==> config.mk <==
export PLATFORM = sky130hd
export DESIGN_NAME = fet_guard_arbiter
export DESIGN_NICKNAME = d
export VERILOG_FILES = /design/src/rtl/fet_arb_pkg.sv /design/src/rtl/fet_arb_ctrl.sv /design/src/rtl/fet_arb_datapath.sv /design/src/rtl/fet_guard_arbiter.sv
export SDC_FILE = /design/constraint.sdc
export NUM_CORES = 1
export LEC_CHECK = 0
export ABC_AREA = 1
export BUFFER_PORTS_ARGS = -buffer_cell sky130_fd_sc_hd__buf_2
export CELL_PAD_IN_SITES_DETAIL_PLACEMENT = 1
export CELL_PAD_IN_SITES_GLOBAL_PLACEMENT = 2
export CORE_MARGIN = 2
export CORE_UTILIZATION = 13
export CTS_BUF_LIST = sky130_fd_sc_hd__clkbuf_4 sky130_fd_sc_hd__clkbuf_8 sky130_fd_sc_hd__clkbuf_16
export DETAILED_ROUTE_END_ITERATION = 10
export GPL_ROUTABILITY_DRIVEN = 0
export PLACE_DENSITY_LB_ADDON = 0.1
export SYNTH_ARGS = -nofsm -noshare
export SYNTH_HDL_FRONTEND = slang
export SYNTH_HIERARCHICAL = 1
export SYNTH_SLANG_ARGS = --single-unit
==> constraint.sdc <==
create_clock -name clk -period 1.35 [get_ports clk]
set_clock_uncertainty 0.05 [all_clocks]
set_input_delay 0.135 -clock clk [delete_from_list [all_inputs] [get_ports clk]]
set_output_delay 0.135 -clock clk [all_outputs]
set_load 0.05 [all_outputs]
==> src/rtl/fet_arb_pkg.sv <==
package fet_arb_pkg;
  localparam int NUM_FETS = 2;
  localparam int FET_CHG  = 0;
  localparam int FET_DSG  = 1;

  // Strobes and levels passed from the control module to the datapath.
  // Force bits are already qualified by their permission inputs.
  typedef struct packed {
    logic                autoEn;
    logic [NUM_FETS-1:0] forceOn;
    logic [NUM_FETS-1:0] forceOff;
  } fetCtl_t;
endpackage

==> src/rtl/fet_arb_ctrl.sv <==
module fet_arb_ctrl
  import fet_arb_pkg::*;
#(
  parameter bit AUTO_EN_RESET = 1'b1
) (
  input  logic                clk,
  input  logic                rstN,
  input  logic                autoToggle,
  input  logic                hostWr,
  input  logic [NUM_FETS-1:0] hostForceOn,
  input  logic [NUM_FETS-1:0] hostForceOff,
  input  logic                allowForceOn,
  input  logic                allowForceOff,
  output fetCtl_t             ctl
);
  logic                autoEnQ;
  logic [NUM_FETS-1:0] onHeldQ;
  logic [NUM_FETS-1:0] offHeldQ;

  // Autonomous enable: loads its reset value, then flips on each strobe.
  always_ff @(posedge clk or negedge rstN) begin
    if (!rstN)           autoEnQ <= AUTO_EN_RESET;
    else if (autoToggle) autoEnQ <= ~autoEnQ;
  end

  // Host force vectors: a write replaces both, and blocked directions store 0.
  always_ff @(posedge clk or negedge rstN) begin
    if (!rstN) begin
      onHeldQ  <= '0;
      offHeldQ <= '0;
    end else if (hostWr) begin
      onHeldQ  <= allowForceOn  ? hostForceOn  : '0;
      offHeldQ <= allowForceOff ? hostForceOff : '0;
    end
  end

  always_comb begin
    ctl.autoEn   = autoEnQ;
    ctl.forceOn  = onHeldQ  & {NUM_FETS{allowForceOn}};
    ctl.forceOff = offHeldQ & {NUM_FETS{allowForceOff}};
  end

  AST_TOGGLE_FLIPS: assert property (@(posedge clk) disable iff (!rstN)
    autoToggle |=> (ctl.autoEn != $past(ctl.autoEn)));
  AST_NO_TOGGLE_HOLD: assert property (@(posedge clk) disable iff (!rstN)
    !autoToggle |=> $stable(ctl.autoEn));
  AST_OFF_BLOCKED: assert property (@(posedge clk) disable iff (!rstN)
    (hostWr && !allowForceOff) |=> (offHeldQ == '0));
  AST_ON_BLOCKED: assert property (@(posedge clk) disable iff (!rstN)
    (hostWr && !allowForceOn) |=> (onHeldQ == '0));
  AST_HOLD_NO_WRITE: assert property (@(posedge clk) disable iff (!rstN)
    !hostWr |=> ($stable(onHeldQ) && $stable(offHeldQ)));
endmodule

==> src/rtl/fet_arb_datapath.sv <==
module fet_arb_datapath
  import fet_arb_pkg::*;
#(
  parameter int NUM_FAULTS = 16
) (
  input  logic                  clk,
  input  logic                  rstN,
  input  fetCtl_t               ctl,
  input  logic [NUM_FAULTS-1:0] faultVec,
  input  logic [NUM_FAULTS-1:0] chgMask,
  input  logic [NUM_FAULTS-1:0] dsgMask,
  output logic [NUM_FETS-1:0]   fetReq
);
  logic [NUM_FAULTS-1:0] laneMask [NUM_FETS];
  logic [NUM_FETS-1:0]   laneHit;
  logic [NUM_FETS-1:0]   laneNext;

  assign laneMask[FET_CHG] = chgMask;
  assign laneMask[FET_DSG] = dsgMask;

  for (genvar f = 0; f < NUM_FETS; f++) begin : gLane
    assign laneHit[f] = |(faultVec & laneMask[f]);

    // Priority: forced off, forced on, autonomous shutoff, default on.
    always_comb begin
      if (ctl.forceOff[f])                 laneNext[f] = 1'b0;
      else if (ctl.forceOn[f])             laneNext[f] = 1'b1;
      else if (ctl.autoEn && laneHit[f])   laneNext[f] = 1'b0;
      else                                 laneNext[f] = 1'b1;
    end

    always_ff @(posedge clk or negedge rstN) begin
      if (!rstN) fetReq[f] <= 1'b0;
      else       fetReq[f] <= laneNext[f];
    end

    AST_OFF_WINS: assert property (@(posedge clk) disable iff (!rstN)
      ctl.forceOff[f] |=> !fetReq[f]);
    AST_ON_OVERRIDES: assert property (@(posedge clk) disable iff (!rstN)
      (ctl.forceOn[f] && !ctl.forceOff[f]) |=> fetReq[f]);
    AST_AUTO_SHUTS: assert property (@(posedge clk) disable iff (!rstN)
      (ctl.autoEn && (|(faultVec & laneMask[f])) && !ctl.forceOn[f] && !ctl.forceOff[f])
        |=> !fetReq[f]);
    AST_PASSIVE_ON: assert property (@(posedge clk) disable iff (!rstN)
      (!ctl.autoEn && !ctl.forceOff[f]) |=> fetReq[f]);
  end
endmodule

==> src/rtl/fet_guard_arbiter.sv <==
module fet_guard_arbiter
  import fet_arb_pkg::*;
#(
  parameter int NUM_FAULTS    = 16,
  parameter bit AUTO_EN_RESET = 1'b1
) (
  input  logic                  clk,
  input  logic                  rstN,
  input  logic [NUM_FAULTS-1:0] faultVec,
  input  logic [NUM_FAULTS-1:0] chgMask,
  input  logic [NUM_FAULTS-1:0] dsgMask,
  input  logic                  autoToggle,
  input  logic                  hostWr,
  input  logic [1:0]            hostForceOn,
  input  logic [1:0]            hostForceOff,
  input  logic                  allowForceOn,
  input  logic                  allowForceOff,
  output logic                  chgFetOn,
  output logic                  dsgFetOn
);
  fetCtl_t             ctlBus;
  logic [NUM_FETS-1:0] fetReq;

  fet_arb_ctrl #(.AUTO_EN_RESET(AUTO_EN_RESET)) uCtrl (
    .clk(clk), .rstN(rstN), .autoToggle(autoToggle), .hostWr(hostWr),
    .hostForceOn(hostForceOn), .hostForceOff(hostForceOff),
    .allowForceOn(allowForceOn), .allowForceOff(allowForceOff), .ctl(ctlBus)
  );

  fet_arb_datapath #(.NUM_FAULTS(NUM_FAULTS)) uPath (
    .clk(clk), .rstN(rstN), .ctl(ctlBus), .faultVec(faultVec),
    .chgMask(chgMask), .dsgMask(dsgMask), .fetReq(fetReq)
  );

  assign chgFetOn = fetReq[FET_CHG];
  assign dsgFetOn = fetReq[FET_DSG];

  AST_RESET_OFF: assert property (@(posedge clk)
    !rstN |=> (!chgFetOn && !dsgFetOn));
endmodule

# Yosys cells after proc, flatten, opt, wreduce, memory -nomap -nowiden
# Cells that the tools add are included.
[word_totals]
out_inout_bits = 2
wordCells = 22
in_bits = 58
reg_bits = 7
[classes]
n_bitwise = 5
reduce_logical = 4
mux = 8
[op_table]
columns = ["cell", "count"]
rows = [
  ["16-bit AND", 2],
  ["16-bit OR reduction", 2],
  ["1-bit two-way mux", 6],
  ["2-bit AND", 2],
  ["2-bit two-way mux", 2],
  ["1-bit logical AND", 2],
  ["1-bit NOT", 1],
]

# Longest topological paths before layout
# Gate-level depths: netlist of run 1.
[depth]
depth_word = 6
depth_mapped = 7
depth_no_buf = 7

# By module
# Netlist of run 1, hierarchy kept.
[by_module_without_submodules]
columns = ["module", "area_each_um2", "cells_per_inst", "n_inst", "seq_area_each_um2"]
rows = [
  ["fet_arb_datapath", 312.8, 72, 1, 50.0],
  ["fet_arb_ctrl", 236.5, 32, 1, 126.4],
]

# Worst setup path before layout of run 1
# OpenSTA, ideal clock, no wires.
[synth_path]
kind = "reg-to-reg"
from = "register uCtrl.autoEnQ"
to = "register uPath.fetReq[0]"
path_buffers = 1
setup_time_ns = 0.115
period_less_slack_ns = 0.940
slack_ns = 0.410
t_arrival_ns = 0.775
path_stages_with_launch = 5
t_required_ns = 1.185
path_cell_list = "dfstp_2 buf_4 nand2_1 nor2_1 nor2_1"
[synth_between]
elab_chain_len = 4
[synth_rtl]
columns = ["element", "line_no", "rtl"]
rows = [
  ["start, declared", "fet_arb_ctrl.sv:16", "logic autoEnQ;"],
  ["start signal, assigned", "fet_arb_ctrl.sv:23", "else if (autoToggle) autoEnQ <= ~autoEnQ;"],
  ["1-bit logical AND", "fet_arb_datapath.sv:28", "else if (ctl.autoEn && laneHit[f]) laneNext[f] = 1'b0;"],
  ["1-bit two-way mux", "fet_arb_datapath.sv:28", ""],
  ["1-bit two-way mux", "fet_arb_datapath.sv:27", "else if (ctl.forceOn[f]) laneNext[f] = 1'b1;"],
  ["1-bit two-way mux", "fet_arb_datapath.sv:26", "if (ctl.forceOff[f]) laneNext[f] = 1'b0;"],
  ["named net uPath.laneNext[0]", "fet_arb_datapath.sv:16", "logic [NUM_FETS-1:0] laneNext;"],
  ["end signal, assigned by index", "fet_arb_datapath.sv:34", "else fetReq[f] <= laneNext[f];"],
  ["end, declared", "fet_arb_datapath.sv:12", "output logic [NUM_FETS-1:0] fetReq"],
]
# The timed path passes the listed nets, and every way through them passes these cells.
# A chain may end at the register's enable or synchronous reset.

# Final worst setup path of run 1
[layout_path]
from = "register uPath.fetReq[0]"
to = "output port chgFetOn"
[layout_rtl]
columns = ["element", "line_no", "rtl"]
rows = [
  ["end, declared", "fet_guard_arbiter.sv:18", "output logic chgFetOn,"],
]
# No word-level cell between the ends.

==> metrics.yaml, run 1 <==
status: "finished, final reports clean"
fill_cells: 556
synth_top_cells_by_count: "69 x nand2_1, 14 x nor2_1, 8 x inv_1"
worstPathRequired_ns: 1.16
min_period_ns: 0.982
n_antenna_cell: 0
syn-cell-area_sq_um: 549
ir_worst_vdd_mv: 0.395
r2r_start: "uCtrl/autoEnQ"
rsz0062_at_grt: "false"
num_vias: 813
drive_gt1_share_pct: 38.9
met3_usage_pct: 3.22
cp-start-kind: "flop"
die_h_microns: 69
layout.nets: 226
maxCapViolations: 0
hold_violations: 0
power_density_nw_per_um2: 834
slowest_stage: "dfrtp_1"
worstMarginPinSlew_ns: 0.258
fp.dieW_microns: 69
mappedNetlistNets: 162
worstPathArrival_ns: 0.80
initial_utilization_pct: 13.6
ys.flop_type: "dfrtp_1"
core_area_sq_um: 4030
firstDrtPassIters: 4
min_from: "autoToggle"
ant_nets: 0
async_flop_share_pct: 100
met1_usage_pct: 9.34
grt_overflow_total: 0
synth_edf_count: 0
syn_avg_cell_area_sq_um: 5.28
yosysMostFrequentCell: "nand2_1"
period_share_pct: 72.8
grt_pass1_wl_microns: 3630
areaGrowthSynthToFinish_pct: 74.5
criticalPathCategory: "flop to output pin"
track_usage_pct: 9.20
synthCells: 104
end_kind: "output pin"
avgViaCountPerCell: 3.75
max_slew_margin_pct: 82.9
ys_top_cells_by_area: "nand2_1 47%, dfrtp_1 27%, nor2_1 9.6%"
cts_tree: "done"
min_path_type: "input port to flop"
grt-busiest-layer: "met2"
postCtsHoldBufs: 1
leakage_nw: 0.624
timing.setup.tns_ns: 0
grt_max_degree: 8
fp-row-count: 23
critPathBufInv: 1
r2r-end: "uPath/fetReq[0]"
grt_antenna_before_repair: 0
yosysTopAreaCell: "nand2_1"
clkLatencyLatePin_ns: 0.23
finalSetupViolCount: 0
clk_pin_slew_ns: 0.04
place_area_sq_um: 900
root_buffer: "clkbuf_8"
post_cts_buffers: 0
io_pins: 60
r2r_cells: 3
first_iter_violations: 10
post_cts_resized: 0
cts_sinks: 7
crit_fanout: 1
grtUsageMet2_pct: 17.5
ys_warn_count: 6
cts_buffers: 3
seq_area_frac_synth_pct: 32.1
synth_top_area_share_pct: 47.2
crit_path_end: "chgFetOn"
grt_pass1_vias: 906
wl_per_cell_microns: 9.58
ctsLongestPathBuffers: 2
synth-seq-cells: 7
fmax_mhz: 1020
path_depth: 1
ys_types: 8
die_area_sq_um: 4760
htree_levels: 1
routed_wl_microns: 2080
drc: 0
cpPeakStageDelay_ns: 0.31
port-buffer-count: 59
path_cells: "buf_2"
crit_start: "uPath/fetReq[0]"
dpl.hpwl_microns: 1860
r2r_slack_ns: 0.44
path_delay_family: "flip-flops"
final_cell_area_sq_um: 958
slew_viol_final: 0
[report_power, final]
group	internal, mW	switching, mW	total, mW	leakage (nW)
logic	0.106	0.131	0.237	0.512
registers	0.238	0.0108	0.249	0.0854
clock network	0.224	0.0889	0.313	0.0262
total	0.568	0.231	0.799	0.624
[cell usage in the layout, fill, tap and decap left out, drive strengths merged]
master        n
nand2        69
buf          59
nor2         14
inv           9
dfrtp         6
nand3         4
clkbuf        4
dlygate4sd3   1
dfstp         1
[area by class of cell]
type	count	area, sq um	share of cell area [%]
Multi-Input combinational cell	87	332	34.6
Timing Repair Buffer	60	305	31.9
Sequential cell	7	176	18.4
Tap cell	50	62.6	6.53
Clock buffer	4	48.8	5.09
Inverter	9	33.8	3.52
[metrics by stage]
step | hold slack (ns) | instances | util, % | setup WS, ns | total power, mW
after floorplan | -0.211 | 104 | - | 0.410 | 0.371
after global placement | -0.0706 | 212 | 22.3 | 0.462 | 0.488
after detailed placement | -0.0684 | 212 | 22.3 | 0.435 | 0.493
after CTS | 0.0684 | 217 | 23.8 | 0.352 | 0.820
after global routing | 0.0732 | 217 | 23.8 | 0.328 | 0.868
final | 0.0692 | 217 | 23.8 | 0.368 | 0.799
[registers in the layout, summed over array words and instances (netlist names)]
| register | count |
|---|---|
| uCtrl/offHeldQ | 2 |
| uCtrl/autoEnQ | 1 |
| uPath/fetReq | 2 |
| uCtrl/onHeldQ | 2 |
[cells by family after synthesis]
| logic type | share of synthesized area (%) |
|---|---|
| buffers and inverters | 7.52 |
| flip-flops | 32.1 |
| AND/OR/NAND/NOR | 60.4 |
[how the worst min path moves through the flow]
| stage | end | slack (ns) | cells after the start |
|---|---|---|---|
| floorplan | uCtrl/offHeldQ[0] | -0.21 | 0 |
| global placement | uCtrl/onHeldQ[0] | -0.07 | 1 |
| detailed placement | uCtrl/onHeldQ[0] | -0.07 | 1 |
| CTS | uCtrl/autoEnQ | 0.07 | 3 |
| global route | uCtrl/autoEnQ | 0.07 | 3 |
| finish | uCtrl/autoEnQ | 0.07 | 3 |
[worst min-delay path, delay by kind of cell]
kind                   cells  cell delay [ns]
buffers and inverters      1             0.10
AND/OR/NAND/NOR            2             0.10
[per-layer routing]
| layer | vias up | part of all wire, % | wire length, microns |
|---|---|---|---|
| met5 | - | 0 | 0 |
| met2 | 32 | 55 | 1140 |
| met1 | 347 | 37 | 773 |
| li1 | 432 | - | - |
| met4 | 0 | 0.34 | 7 |
| met3 | 2 | 7.5 | 155 |
No activity file was read; power rests on OpenSTA's default activity.
==> run 2: changes to the inputs <==
- ABC_AREA: 1 -> 0
- CORE_UTILIZATION: 13 -> 12
- clock period: 1.35 -> 0.9 ns (I/O delays scaled with it)
==> metrics.yaml, run 2 <==
cts_tree: "done"
core_area_sq_um: 3660
synth_top_family_by_area: "compound AO/OA/AOI/OAI gates"
power_density_nw_per_um2: 1590
clkLatencyLatePin_ns: 0.23
n_antenna_cell: 0
port-buffer-count: 59
min_period_ns: 0.903
path_delay_family: "flip-flops"
layout_commonest_cell: "buf_2"
path_cells: "buf_6"
mappedNetlistNets: 105
hold_ws_ns: 0.0497
synth_edf_count: 0
grt_overflow_total: 0
ant_nets: 0
die_area_sq_um: 4330
initial_utilization_pct: 12.5
ir_worst_vdd_mv: 0.371
synthCells: 47
fp-row-count: 22
reg_top3: "uCtrl/offHeldQ: 2 flops, uCtrl/onHeldQ: 2 flops, uPath/fetReq: 2 flops"
routed_wl_microns: 1970
hold_path_end: "uCtrl/onHeldQ[0]"
min_path_type: "input port to flop"
stdcell_count: 161
r2r_cells: 3
layout_setup_ws_ns: -0.00260
end_kind: "output pin"
htree_levels: 1
crit_fanout: 1
syn-cell-area_sq_um: 458
dp.cells: 155
worstPathArrival_ns: 0.76
async_flop_share_pct: 100
place_area_sq_um: 821
synth_compound_area_share_pct: 40.4
ys_warn_count: 6
ys_top_cells_by_area: "dfrtp_1 33%, a22o_1 15%, a221oi_1 11%"
period_share_pct: 100
grt_pass1_wl_microns: 3150
fmax_mhz: 1110
synth-seq-cells: 7
yosysTopAreaCell: "dfrtp_1"
leakage_nw: 0.464
ctsLongestPathBuffers: 2
seq_area_frac_synth_pct: 38.5
root_buffer: "clkbuf_8"
io_pins: 60
synth_xor_area_share_pct: 1.91
drive_gt1_share_pct: 62.8
rsz0062_at_grt: "true"
avgViaCountPerCell: 4.12
first_iter_violations: 9
worstPathRequired_ns: 0.76
grt_antenna_before_repair: 0
grt_pass1_vias: 738
drc: 0
slew_viol_final: 0
dpl.hpwl_microns: 1740
max_slew_margin_pct: 82.5
critPathBufInv: 1
ys.flop_type: "dfrtp_1"
cts_sinks: 7
power_mw: 1.46
r2r_slack_ns: 0.06
worstMarginPinSlew_ns: 0.262
wl_per_cell_microns: 12.2
fill_cells: 450
yosysMostFrequentCell: "a22o_1"
firstDrtPassIters: 3
synth_top_cells_by_count: "8 x a22o_1, 6 x a221oi_1, 6 x dfrtp_1, 6 x inv_1"
fp.dieW_microns: 65.8
violations: "negative setup slack"
areaGrowthSynthToFinish_pct: 101
cp-start-kind: "flop"
hold_violations: 0
final_cell_area_sq_um: 918
min_from: "hostForceOn[0]"
syn_avg_cell_area_sq_um: 9.74
synth-simple-area-share_pct: 12.6
slowest_stage: "dfrtp_1"
cpPeakStageDelay_ns: 0.38
r2r-end: "uPath/fetReq[1]"
criticalPathCategory: "flop to output pin"
die_h_microns: 65.8
ys_types: 13
cts_buffers: 3
synth_fa_ha_area_share_pct: 0
num_vias: 663
final_cell_mix: "57 x buf_2, 8 x a22o_1, 6 x inv_1, 6 x dfrtp_1, 5 x a221oi_2"
finalSetupViolCount: 1
timing.setup.tns_ns: -0.00260
hold_depth: 3
maxCapViolations: 0
synth_top_area_share_pct: 32.8
track_usage_pct: 9.70
status: "finished, violations left"
layout.nets: 172
clk_pin_slew_ns: 0.04
synthMuxAreaShare_pct: 0
grt_max_degree: 9
r2r_start: "uCtrl/onHeldQ[1]"
-- run 2: timing repair --
| item | 4_1_cts | 5_1_grt |
|---|---|---|
| pin swaps | 0 | 3 |
| gates resized for setup | 7 | 0 |
| hold endpoints to repair | 8 | 0 |
| setup endpoints to repair | 4 | 3 |
| hold buffers | 2 | 0 |
| buffers inserted | 0 | 0 |
-- run 2: worst max path at each step --
stage | from | endpoint | slack (ns) | cells after the start
2_1_floorplan | chgMask[4] | uPath/fetReq[0] | 0.01 | 4
3_3_place_gp | faultVec[4] | uPath/fetReq[1] | -0.31 | 5
3_5_place_dp | faultVec[4] | uPath/fetReq[1] | -0.30 | 5
4_1_cts | uPath/fetReq[1] | dsgFetOn | -0.01 | 1
5_1_grt | uPath/fetReq[1] | dsgFetOn | -0.03 | 1
6_report | uPath/fetReq[1] | dsgFetOn | -0.003 | 1
-- run 2: report_power, final --
group | total (mW) | switching [mW] | internal, mW | leakage [nW]
registers | 0.466 | 0.0539 | 0.412 | 0.0859
logic | 0.548 | 0.290 | 0.258 | 0.352
clock network | 0.448 | 0.147 | 0.301 | 0.0255
-- run 2: cell type report --
class                   instances  area, sq um  area share (%)
well taps                      48         60.1            6.54
multi-input cells              33          270            29.4
clock inverters                 1         5.00           0.545
flip-flops and latches          7          176            19.2
inverters                       6         22.5            2.45
clock buffers                   3         41.3            4.50
repair buffers                 63          343            37.3
-- run 2: logic make-up (layout without fill, tap and decap cells) --
| kind of cell | after synthesis | after routing |
|---|---|---|
| AO/OA/AOI/OAI | 22 | 22 |
| AND/OR/NAND/NOR | 10 | 10 |
| flip-flops | 7 | 7 |
| buffers and inverters | 7 | 73 |
| XOR/XNOR | 1 | 1 |
-- run 2: metrics by stage --
step	utilization (%)	setup WS [ns]
after floorplan	-	0.0135
after global placement	22.4	-0.310
after detailed placement	22.4	-0.301
after CTS	25.1	-0.0141
after global routing	25.1	-0.0319
final	25.1	-0.00260
-- run 2: metal layers --
| layer | vias to the layer above | track usage, % | part of all wire [%] |
|---|---|---|---|
| li1 | 321 | - | - |
| met1 | 301 | 9.58 | 36 |
| met4 | 0 | 3.13 | 0 |
| met5 | - | 0 | 0 |
| met2 | 41 | 18.8 | 54 |
| met3 | 0 | 3.07 | 9.6 |
==> run 3: changes to the inputs <==
- CORE_UTILIZATION: 12 -> 15
- clock period: 0.9 -> 1.1 ns (I/O delays scaled with it)
==> metrics.yaml, run 3 (synthesis results as in run 2) <==
worstPathArrival_ns: 0.84
period_share_pct: 90.9
p_int_mw: 0.664
post_cts_resized: 0
maxCapViolations: 0
status: "finished, final reports clean"
cp-start-kind: "flop"
post_cts_buffers: 0
crit_fanout: 1
max_slew_margin_pct: 79.7
ir_worst_vdd_mv: 0.242
initial_utilization_pct: 15.4
end_kind: "output pin"
final_cell_area_sq_um: 845
stdcell_count: 145
path_cells: "buf_2"
areaGrowthSynthToFinish_pct: 84.4
path_depth: 1
num_vias: 658
min_period_ns: 1.00
fp-row-count: 20
first_iter_violations: 13
grt_pass1_vias: 798
p_comb_share_pct: 38.2
slew_viol_final: 0
p_sw_mw: 0.356
grt_overflow_total: 0
cpPeakStageDelay_ns: 0.33
cts_tree: "done"
clock_power_share_pct: 25.4
pwr-share-seq_pct: 36.4
worstPathRequired_ns: 0.94
ant_nets: 0
power_density_nw_per_um2: 1210
path_delay_family: "flip-flops"
fmax_mhz: 1000
ctsLongestPathBuffers: 2
firstDrtPassIters: 3
layout_commonest_cell: "buf_2"
postCtsHoldBufs: 2
timing.setup.tns_ns: 0
hold_violations: 0
r2r-end: "uCtrl/autoEnQ"
hold_path_end: "uCtrl/offHeldQ[0]"
place_area_sq_um: 795
drc: 0
die_area_sq_um: 3510
layout.nets: 171
finalSetupViolCount: 0
slowest_stage: "dfrtp_1"
clk_pin_slew_ns: 0.05
wl_per_cell_microns: 14.4
place_ws_ns: -0.127
port-buffer-count: 59
avgViaCountPerCell: 4.54
grt_antenna_before_repair: 0
clkLatencyLatePin_ns: 0.25
n_antenna_cell: 0
hold_depth: 3
power_mw: 1.02
die_h_microns: 59.3
cts_buffers: 3
fp.dieW_microns: 59.3
worstMarginPinSlew_ns: 0.305
core_area_sq_um: 2980
r2r_cells: 1
r2r_start: "uCtrl/autoEnQ"
rsz0062_at_grt: "false"
drive_gt1_share_pct: 59.8
dp.cells: 139
final_cell_mix: "59 x buf_2, 8 x a22o_1, 6 x inv_1, 6 x dfrtp_1, 6 x a221oi_1"
min_path_type: "input port to flop"
routed_wl_microns: 2090
layout_setup_ws_ns: 0.100
reg_top3: "uCtrl/offHeldQ: 2 flops, uCtrl/onHeldQ: 2 flops, uPath/fetReq: 2 flops"
grt_max_degree: 9
cts_sinks: 7
p_sw_share_pct: 34.9
critPathBufInv: 1
htree_levels: 1
root_buffer: "clkbuf_4"
grt_pass1_wl_microns: 3560
leakage_nw: 0.443
criticalPathCategory: "flop to output pin"
min_from: "hostForceOff[0]"
track_usage_pct: 14.2
r2r_slack_ns: 0.29
io_pins: 60
-- run 3: worst max-delay path by stage --
stage               slack [ns]               to       startpoint
CTS                       0.08         dsgFetOn  uPath/fetReq[1]
finish                    0.10         dsgFetOn  uPath/fetReq[1]
global placement         -0.11  uPath/fetReq[0]       chgMask[6]
floorplan                 0.19  uPath/fetReq[0]       chgMask[4]
global route              0.06         dsgFetOn  uPath/fetReq[1]
detailed placement       -0.13  uPath/fetReq[0]       chgMask[6]
-- run 3: cell type report --
class | count | area (sq um)
well taps | 33 | 41.3
inverters | 6 | 22.5
flip-flops and latches | 7 | 176
fillers | 378 | 2130
multi-input cells | 33 | 251
repair buffers | 62 | 323
clock buffers | 4 | 30.0
-- run 3: power by group through the flow --
| stage | clock, mW | sequential, mW | combinational, mW |
|---|---|---|---|
| final | 0.259 | 0.371 | 0.389 |
| after global routing | 0.286 | 0.381 | 0.435 |
| after CTS | 0.277 | 0.376 | 0.397 |
| after detailed placement | 0 | 0.380 | 0.390 |
| after global placement | 0 | 0.382 | 0.386 |
| after floorplan | 0 | 0.483 | 0.120 |
-- run 3: layer usage --
metal  vias to the layer above  wire length (microns)  global-route usage, %
met3                         4                    168                   4.59
met5                         -                      0                      0
met1                       298                    807                   16.3
li1                        322                      -                      -
met2                        34                   1090                   24.5
met4                         0                     24                   4.87
-- run 3: through the flow --
stage	utilization, %	hold WS, ns
6_report	28.4	0.0553
5_1_grt	28.4	0.0724
3_5_place_dp	26.7	-0.0952
3_3_place_gp	26.7	-0.0990
4_1_cts	28.4	0.0461
2_1_floorplan	-	-0.236
